`src/rtl/irq_cause_pkg.sv`:
```
package irq_cause_pkg;

    localparam int SEL_W = 3;

    typedef enum logic [SEL_W-1:0] {
        SEL_CAUSE = 3'd0,
        SEL_SET   = 3'd1,
        SEL_MSET  = 3'd2,
        SEL_MCLR  = 3'd3,
        SEL_MODE  = 3'd4,
        SEL_MVAL  = 3'd5,
        SEL_PEND  = 3'd6,
        SEL_NONE  = 3'd7
    } reg_sel_e;

    typedef struct packed {
        logic cause_rd;
        logic cause_wr;
        logic set_wr;
        logic mset_wr;
        logic mclr_wr;
        logic mode_wr;
    } acc_stb_t;

    function automatic acc_stb_t decode_access(input logic wr, input logic rd,
                                               input reg_sel_e sel);
        acc_stb_t s;
        s.cause_rd = rd && (sel == SEL_CAUSE);
        s.cause_wr = wr && (sel == SEL_CAUSE);
        s.set_wr   = wr && (sel == SEL_SET);
        s.mset_wr  = wr && (sel == SEL_MSET);
        s.mclr_wr  = wr && (sel == SEL_MCLR);
        s.mode_wr  = wr && (sel == SEL_MODE);
        return s;
    endfunction

endpackage

```
`src/rtl/irq_cause_decode.sv`:
```
module irq_cause_decode
    import irq_cause_pkg::*;
(
    input  logic             bus_wr,
    input  logic             bus_rd,
    input  logic [SEL_W-1:0] bus_addr,
    output reg_sel_e         sel,
    output acc_stb_t         stb
);
    always_comb begin
        sel = reg_sel_e'(bus_addr);
        stb = decode_access(bus_wr, bus_rd, sel);
    end
endmodule

```
`src/rtl/irq_cause_store.sv`:
```
module irq_cause_store
    import irq_cause_pkg::*;
#(
    parameter int W = 32
) (
    input  logic         clk,
    input  logic         rst,
    input  acc_stb_t     stb,
    input  logic [W-1:0] wdata,
    input  logic [W-1:0] hw_evt,
    input  logic [W-1:0] mode_q,
    output logic [W-1:0] cause_q
);
    for (genvar i = 0; i < W; i++) begin : g_bit
        logic rd_clr;
        logic wr_clr;
        logic raise;

        always_comb begin
            rd_clr = stb.cause_rd && mode_q[i];
            wr_clr = stb.cause_wr && wdata[i] && !mode_q[i];
            raise  = hw_evt[i] || (stb.set_wr && wdata[i]);
        end

        always_ff @(posedge clk) begin
            if (rst)
                cause_q[i] <= 1'b0;
            else if (raise)
                cause_q[i] <= 1'b1;
            else if (rd_clr || wr_clr)
                cause_q[i] <= 1'b0;
        end
    end
endmodule

```
`src/rtl/irq_ctrl_store.sv`:
```
module irq_ctrl_store
    import irq_cause_pkg::*;
#(
    parameter int W = 32
) (
    input  logic         clk,
    input  logic         rst,
    input  acc_stb_t     stb,
    input  logic [W-1:0] wdata,
    output logic [W-1:0] mask_q,
    output logic [W-1:0] mode_q
);
    always_ff @(posedge clk) begin
        if (rst) begin
            mask_q <= '1;
            mode_q <= '0;
        end else begin
            if (stb.mset_wr)
                mask_q <= mask_q | wdata;
            else if (stb.mclr_wr)
                mask_q <= mask_q & ~wdata;
            if (stb.mode_wr)
                mode_q <= wdata;
        end
    end
endmodule

```
`src/rtl/irq_read_port.sv`:
```
module irq_read_port
    import irq_cause_pkg::*;
#(
    parameter int W = 32
) (
    input  logic         clk,
    input  logic         rst,
    input  logic         rd,
    input  reg_sel_e     sel,
    input  logic [W-1:0] cause_q,
    input  logic [W-1:0] mask_q,
    input  logic [W-1:0] mode_q,
    output logic [W-1:0] rdata,
    output logic         irq
);
    logic [W-1:0] pending;
    logic [W-1:0] mux_val;

    always_comb begin
        pending = cause_q & ~mask_q;
        irq     = |pending;
        unique case (sel)
            SEL_CAUSE: mux_val = cause_q;
            SEL_MODE:  mux_val = mode_q;
            SEL_MVAL:  mux_val = mask_q;
            SEL_PEND:  mux_val = pending;
            default:   mux_val = '0;
        endcase
    end

    always_ff @(posedge clk) begin
        if (rst)
            rdata <= '0;
        else if (rd)
            rdata <= mux_val;
        else
            rdata <= '0;
    end
endmodule

```
`src/rtl/irq_cause_bank.sv`:
```
module irq_cause_bank
    import irq_cause_pkg::*;
#(
    parameter int W = 32
) (
    input  logic             clk,
    input  logic             rst,
    input  logic             bus_wr,
    input  logic             bus_rd,
    input  logic [SEL_W-1:0] bus_addr,
    input  logic [W-1:0]     bus_wdata,
    output logic [W-1:0]     bus_rdata,
    input  logic [W-1:0]     hw_evt,
    output logic             irq_out
);
    reg_sel_e     sel;
    acc_stb_t     stb;
    logic [W-1:0] cause_q;
    logic [W-1:0] mask_q;
    logic [W-1:0] mode_q;

    irq_cause_decode u_decode (
        .bus_wr   (bus_wr),
        .bus_rd   (bus_rd),
        .bus_addr (bus_addr),
        .sel      (sel),
        .stb      (stb)
    );

    irq_ctrl_store #(.W(W)) u_ctrl (
        .clk    (clk),
        .rst    (rst),
        .stb    (stb),
        .wdata  (bus_wdata),
        .mask_q (mask_q),
        .mode_q (mode_q)
    );

    irq_cause_store #(.W(W)) u_cause (
        .clk     (clk),
        .rst     (rst),
        .stb     (stb),
        .wdata   (bus_wdata),
        .hw_evt  (hw_evt),
        .mode_q  (mode_q),
        .cause_q (cause_q)
    );

    irq_read_port #(.W(W)) u_read (
        .clk     (clk),
        .rst     (rst),
        .rd      (bus_rd),
        .sel     (sel),
        .cause_q (cause_q),
        .mask_q  (mask_q),
        .mode_q  (mode_q),
        .rdata   (bus_rdata),
        .irq     (irq_out)
    );
endmodule

```
`config.mk`:
```
export PLATFORM = sky130hd
export DESIGN_NAME = irq_cause_bank
export DESIGN_NICKNAME = d
export VERILOG_FILES = /design/src/rtl/irq_cause_pkg.sv /design/src/rtl/irq_cause_decode.sv /design/src/rtl/irq_cause_store.sv /design/src/rtl/irq_ctrl_store.sv /design/src/rtl/irq_read_port.sv /design/src/rtl/irq_cause_bank.sv
export SDC_FILE = /design/constraint.sdc
export NUM_CORES = 1
export LEC_CHECK = 0
export ABC_AREA = 0
export BUFFER_PORTS_ARGS = -buffer_cell sky130_fd_sc_hd__buf_4
export CORE_MARGIN = 2
export CORE_UTILIZATION = 55
export DETAILED_ROUTE_END_ITERATION = 8
export MAX_ROUTING_LAYER = met4
export PLACE_DENSITY = 0.78
export REMOVE_ABC_BUFFERS = 1
export SETUP_SLACK_MARGIN = 0.02
export SKIP_LAST_GASP = 1
export SYNTH_ARGS = -nofsm -noshare
export SYNTH_HDL_FRONTEND = slang
export SYNTH_SLANG_ARGS = --single-unit
```
`constraint.sdc`:
```
create_clock -name clk -period 2.55 [get_ports clk]
set_input_delay 0.1275 -clock clk [delete_from_list [all_inputs] [get_ports clk]]
set_output_delay 0.1275 -clock clk [all_outputs]
set_load 0.02 [all_outputs]
```
* Word level (Yosys, flattened, before mapping) *
Cells that the tools add are included.

storage, ports and cells
  bits in registers = 128
  input port bits = 71
  output and inout bits = 33
  logic and storage cells = 380

operators by class
  equality and inequality tests = 6
  mux-type cells = 67
  bitwise logic cells = 6
  reduce and logical (&&, ||, !) cells = 266

operator list
  kind                                                                    count
  1-bit logical AND                                                       134
  32-bit one-hot mux with 4 select lines                                  1
  2-bit nonzero test                                                      33
  32-bit AND                                                              2
  1-bit logical OR                                                        64
  1-bit 2-to-1 mux                                                        64
  32-bit 2-to-1 mux                                                       2
  32-bit NOT                                                              2
  1-bit zero test                                                         32
  32-bit bitwise OR                                                       1
  32-bit OR reduction                                                     1
  3-bit equality test (second input constant)                             3
  3-bit by 2-bit equality test with 1-bit output (second input constant)  2
  3-bit by 1-bit equality test with 1-bit output (second input constant)  1
  3-bit zero test                                                         1
  2-bit OR reduction                                                      1
  1-bit NOT                                                               1

* Longest topological paths before layout *
  depth in word-level cells = 7
  gate-level depth with buffers = 7
  mapped depth without buffers = 4

* Hierarchy *
From an unflattened synthesis, not the netlist that was laid out.

second synthesis, totals
  cells, all modules = 666
  area, all modules = 6,490.0 um^2

by module, submodules not included
  module            times used  cells each  area an instance (um^2)  seq. area each (um^2)
  irq_ctrl_store    1           209         2,267.2                  1,281.2
  irq_cause_store   1           208         2,144.6                  640.6
  irq_read_port     1           240         1,989.4                  640.6
  irq_cause_decode  1           9           88.8                     0.0

* Worst setup path after synthesis *
Ideal clock, no wire load.

  kind = input to register
  start point = in bus_addr[1]
  end point = reg u_cause.cause_q[13]
  setup time = 0.128 ns
  arrival = 1.099 ns
  required time = 2.422 ns
  setup slack = 1.323 ns
  cell stages on the path = 6
  path buffers = 2
  cell sequence = buf_6 nor4b_4 buf_6 nand2_1 o2111ai_1 o21ai_1

on the way
  word-level cells in the longest chain between the ends = 6
  elaborated cells between the ends (all ways) = 13
  those cells by class = 1 x eq/ne; 1 x mux; 11 x reduce/logical

ends and longest elaborated chain
  item                             RTL line                                  text
  from (decl)                      irq_cause_bank.sv:10                      input logic [SEL_W-1:0] bus_addr,
  3-bit zero test                  irq_cause_pkg.sv:28, irq_cause_pkg.sv:29
  1-bit logical AND                irq_cause_pkg.sv:29                       s.cause_wr = wr && (sel == SEL_CAUSE);
  1-bit logical AND (2 in a row)   irq_cause_store.sv:21                     wr_clr = stb.cause_wr && wdata[i] && !mode_q[i];
  1-bit logical OR                 irq_cause_store.sv:30                     else if (rd_clr || wr_clr)
  2-bit nonzero test (no line)     n/a
  to (signal, indexed assignment)  irq_cause_store.sv:27                     cause_q[i] <= 1'b0;
  to (signal, indexed assignment)  irq_cause_store.sv:29                     cause_q[i] <= 1'b1;
  to (signal, indexed assignment)  irq_cause_store.sv:31                     cause_q[i] <= 1'b0;
  to (decl)                        irq_cause_store.sv:12                     output logic [W-1:0] cause_q

Several ways; a longest one is shown, not always the timed one.
A chain may end at the register's enable or synchronous reset.

* Final worst setup path *
  start point = in bus_addr[0]
  end point = reg u_cause.cause_q[0]

The elaborated chain is that of the path after synthesis.

==> impl_metrics.yaml <==
outcome:
  status: "finished, final reports clean"
power_and_ir_drop:
  power_density_mw_per_mm2: 621
  finalPower_w: 0.00536
  leakage_nw: 3.36
  peakVddDrop_mv: 0.731
cts:
  hold_buffers: 126
  clockBufferDepth: 2
  worst_skew_pair.late_latency_ps: 550
  htree_levels: 4
  cts_inserted_buffers: 17
  path_clk_slew_ps: 60
  cts.sinks: 128
  root_buffer: "clkbuf_8"
  cts_tree: "built"
  cts_resized: 0
  cts_setup_buffers: 0
sta:
  worst_slack_ps: 215
  finalSetupViolations: 0
  finalMaxSlewViolations: 0
  tns_ps: 0
  hold_violations: 0
  skew_ps: 7.65
  relSlewSlack_pct: 38.1
  fmax_ghz: 0.428
  fin_crit_sh_pct: 91.6
  fin_crit_ps: 2340
  tightest_slew_ps: 928
  rsz0062_at_grt: "no"
setup_path:
  crit_chain: "buf_4, and4bb_1, buf_4, a21oi_1, dlygate4sd3_1, o21ai_1, dlygate4sd3_1"
  timing.rr.start: "u_ctrl.mode_q[22]"
  max_stage_delay_ps: 630
  startpoint: "bus_addr[0]"
  cp_max_fo: 33
  worstSetupStartpointType: "input port"
  cp_slowest_cell: "and4bb_1"
  crit_arrival_ps: 2820
  critPathRequiredTime_ps: 3030
  path_class: "input port to flip-flop"
  cp-end-kind: "flip-flop"
logic_synthesis:
  syn_area_mm2: 0.00602
  yosysUniqueCellTypes: 31
  synth-main-ff-cell: "dfxtp_1"
  yosys-top-cells-area: "dfxtp_1 43%, nand2_1 12%, a21oi_1 9.8%, o2111ai_1 4.7%, nand3b_1 4.0%"
  synth_top_area_cell: "dfxtp_1"
  ys_seq_area_share_pct: 42.5
  synthArstFlopShare_pct: 0
  ys_ff_latch: 128
  synth_top_area_share_pct: 42.5
  avgSynthCellArea_um2: 7.80
  syn_inst: 772
  synth-edff-count: 0
  synth_warnings: 0
floorplanning:
  fp.dieArea_mm2: 0.0118
  die_w_um: 109
  die-height_um: 109
  initial_core_util_pct: 56.1
  design.core.area_mm2: 0.0107
  io_pins: 104
  placementRows: 38
finish:
  layout-drive-gt1-share_pct: 17.3
  final_core_util_pct: 80.3
  synthToLayoutAreaGrowth_pct: 43.3
  nets: 1047
  diodes: 0
drt:
  drtAntennaViolNets: 0
  totalWireLength_um: 20500
  wl_per_cell_um: 18.1
  drtIter0Drc: 558
  vias: 6827
  remaining_drc_errors: 0
  firstDrtPassIters: 9
  vias_per_cell: 6.05
grt:
  grt_pass1_vias: 6807
  grt_max_degree: 71
  grt_util_all_layers_pct: 36.3
  overflow: 0
  grt_pass1_wl_um: 32400
  antenna_found_initial: 0
flow_run:
  max_cap_viol_count: 0
hold_path:
  hold_start: "bus_addr[0]"
  hold_class: "input port to flip-flop"
placed_design:
  gp_congestion: 0.831
  port-buffer-count: 103
  post-dp-hpwl_um: 11000
  post-place-ws_ps: 648
routing by layer:
metal | global-route usage [%] | share of wire [%] | vias to the layer above
met4 | 18.0 | 3.8 | 0
met2 | 58.7 | 49 | 443
met3 | 9.86 | 10 | 93
met1 | 41.6 | 37 | 3154
met5 | - | 0 | -
li1 | - | - | 3137
cell type report:
class                   count  area, um^2
clock buffers              19         432
clock inverters            13         164
fillers                   690        2110
inverters                  34         128
multi-input cells         547        2990
flip-flops and latches    128        2560
well taps                 140         175
repair buffers            248        2180
logic make-up after synthesis:
| kind of cell | share of synthesized area (%) |
|---|---|
| buffers and inverters | 7.77 |
| AO/OA/AOI/OAI | 26.9 |
| adder cells (fa/ha/maj) | 0.187 |
| AND/OR/NAND/NOR | 22.6 |
| flip-flops | 42.5 |
cell usage after synthesis (all sizes together), types with 2 or more instances:
cell type / number
a21oi: 128
buf: 36
clkbuf: 27
dfxtp: 128
inv: 34
nand2: 194
nand3b: 33
nor2: 2
nor3b: 32
nor4: 4
nor4b: 2
o2111ai: 32
o211ai: 32
o21ai: 64
o22ai: 16
where the power goes:
group | internal, W | switching [W] | total [W]
sequential | 0.00209 | 0.0000755 | 0.00216
combinational | 0.000372 | 0.000365 | 0.000737
clock | 0.00151 | 0.000946 | 0.00246
cells in the final DEF, fill, tap and decap left out, types with 3 or more instances in the layout:
master,synthesis,routed
nand2_1,194,194
clkinv_4,0,3
o21ai_0,33,33
dfxtp_1,128,128
nor4_1,4,4
a21oi_1,118,118
nand3b_1,32,32
clkbuf_16,0,16
nor3b_1,32,32
inv_1,33,32
o2111ai_1,32,32
o211ai_1,32,32
a21oi_2,10,10
bufinv_16,0,3
dlygate4sd3_1,0,126
o21ai_1,31,31
buf_4,7,122
clkinvlp_4,0,5
o22ai_1,16,16
critical path, delay by kind of cell:
family | cells | cell delay, ps
buf+inv | 4 | 1800
simple gates | 1 | 630
compound gates | 2 | 250
per-stage QoR:
stage	hold slack, ps	cell area [um^2]	cells
after floorplan	197	5680	709
after detailed placement	367	6770	971
after CTS	56.1	8630	1129
final	66.5	8630	1129
after global placement	360	6770	971
after global routing	67.1	8630	1129
path summary, 6_finish.rpt:
| kind | end | slack, ps | cells after the start |
|---|---|---|---|
| worst max-delay path | u_cause.cause_q[0] | 210 | 7 |
| worst min register to register | u_ctrl.mode_q[9] | 490 | 2 |
| worst min-delay path | flip-flop | 70 | 2 |
| worst max register to register | u_cause.cause_q[22] | 1130 | 4 |
(Power assumes the default switching activity.)
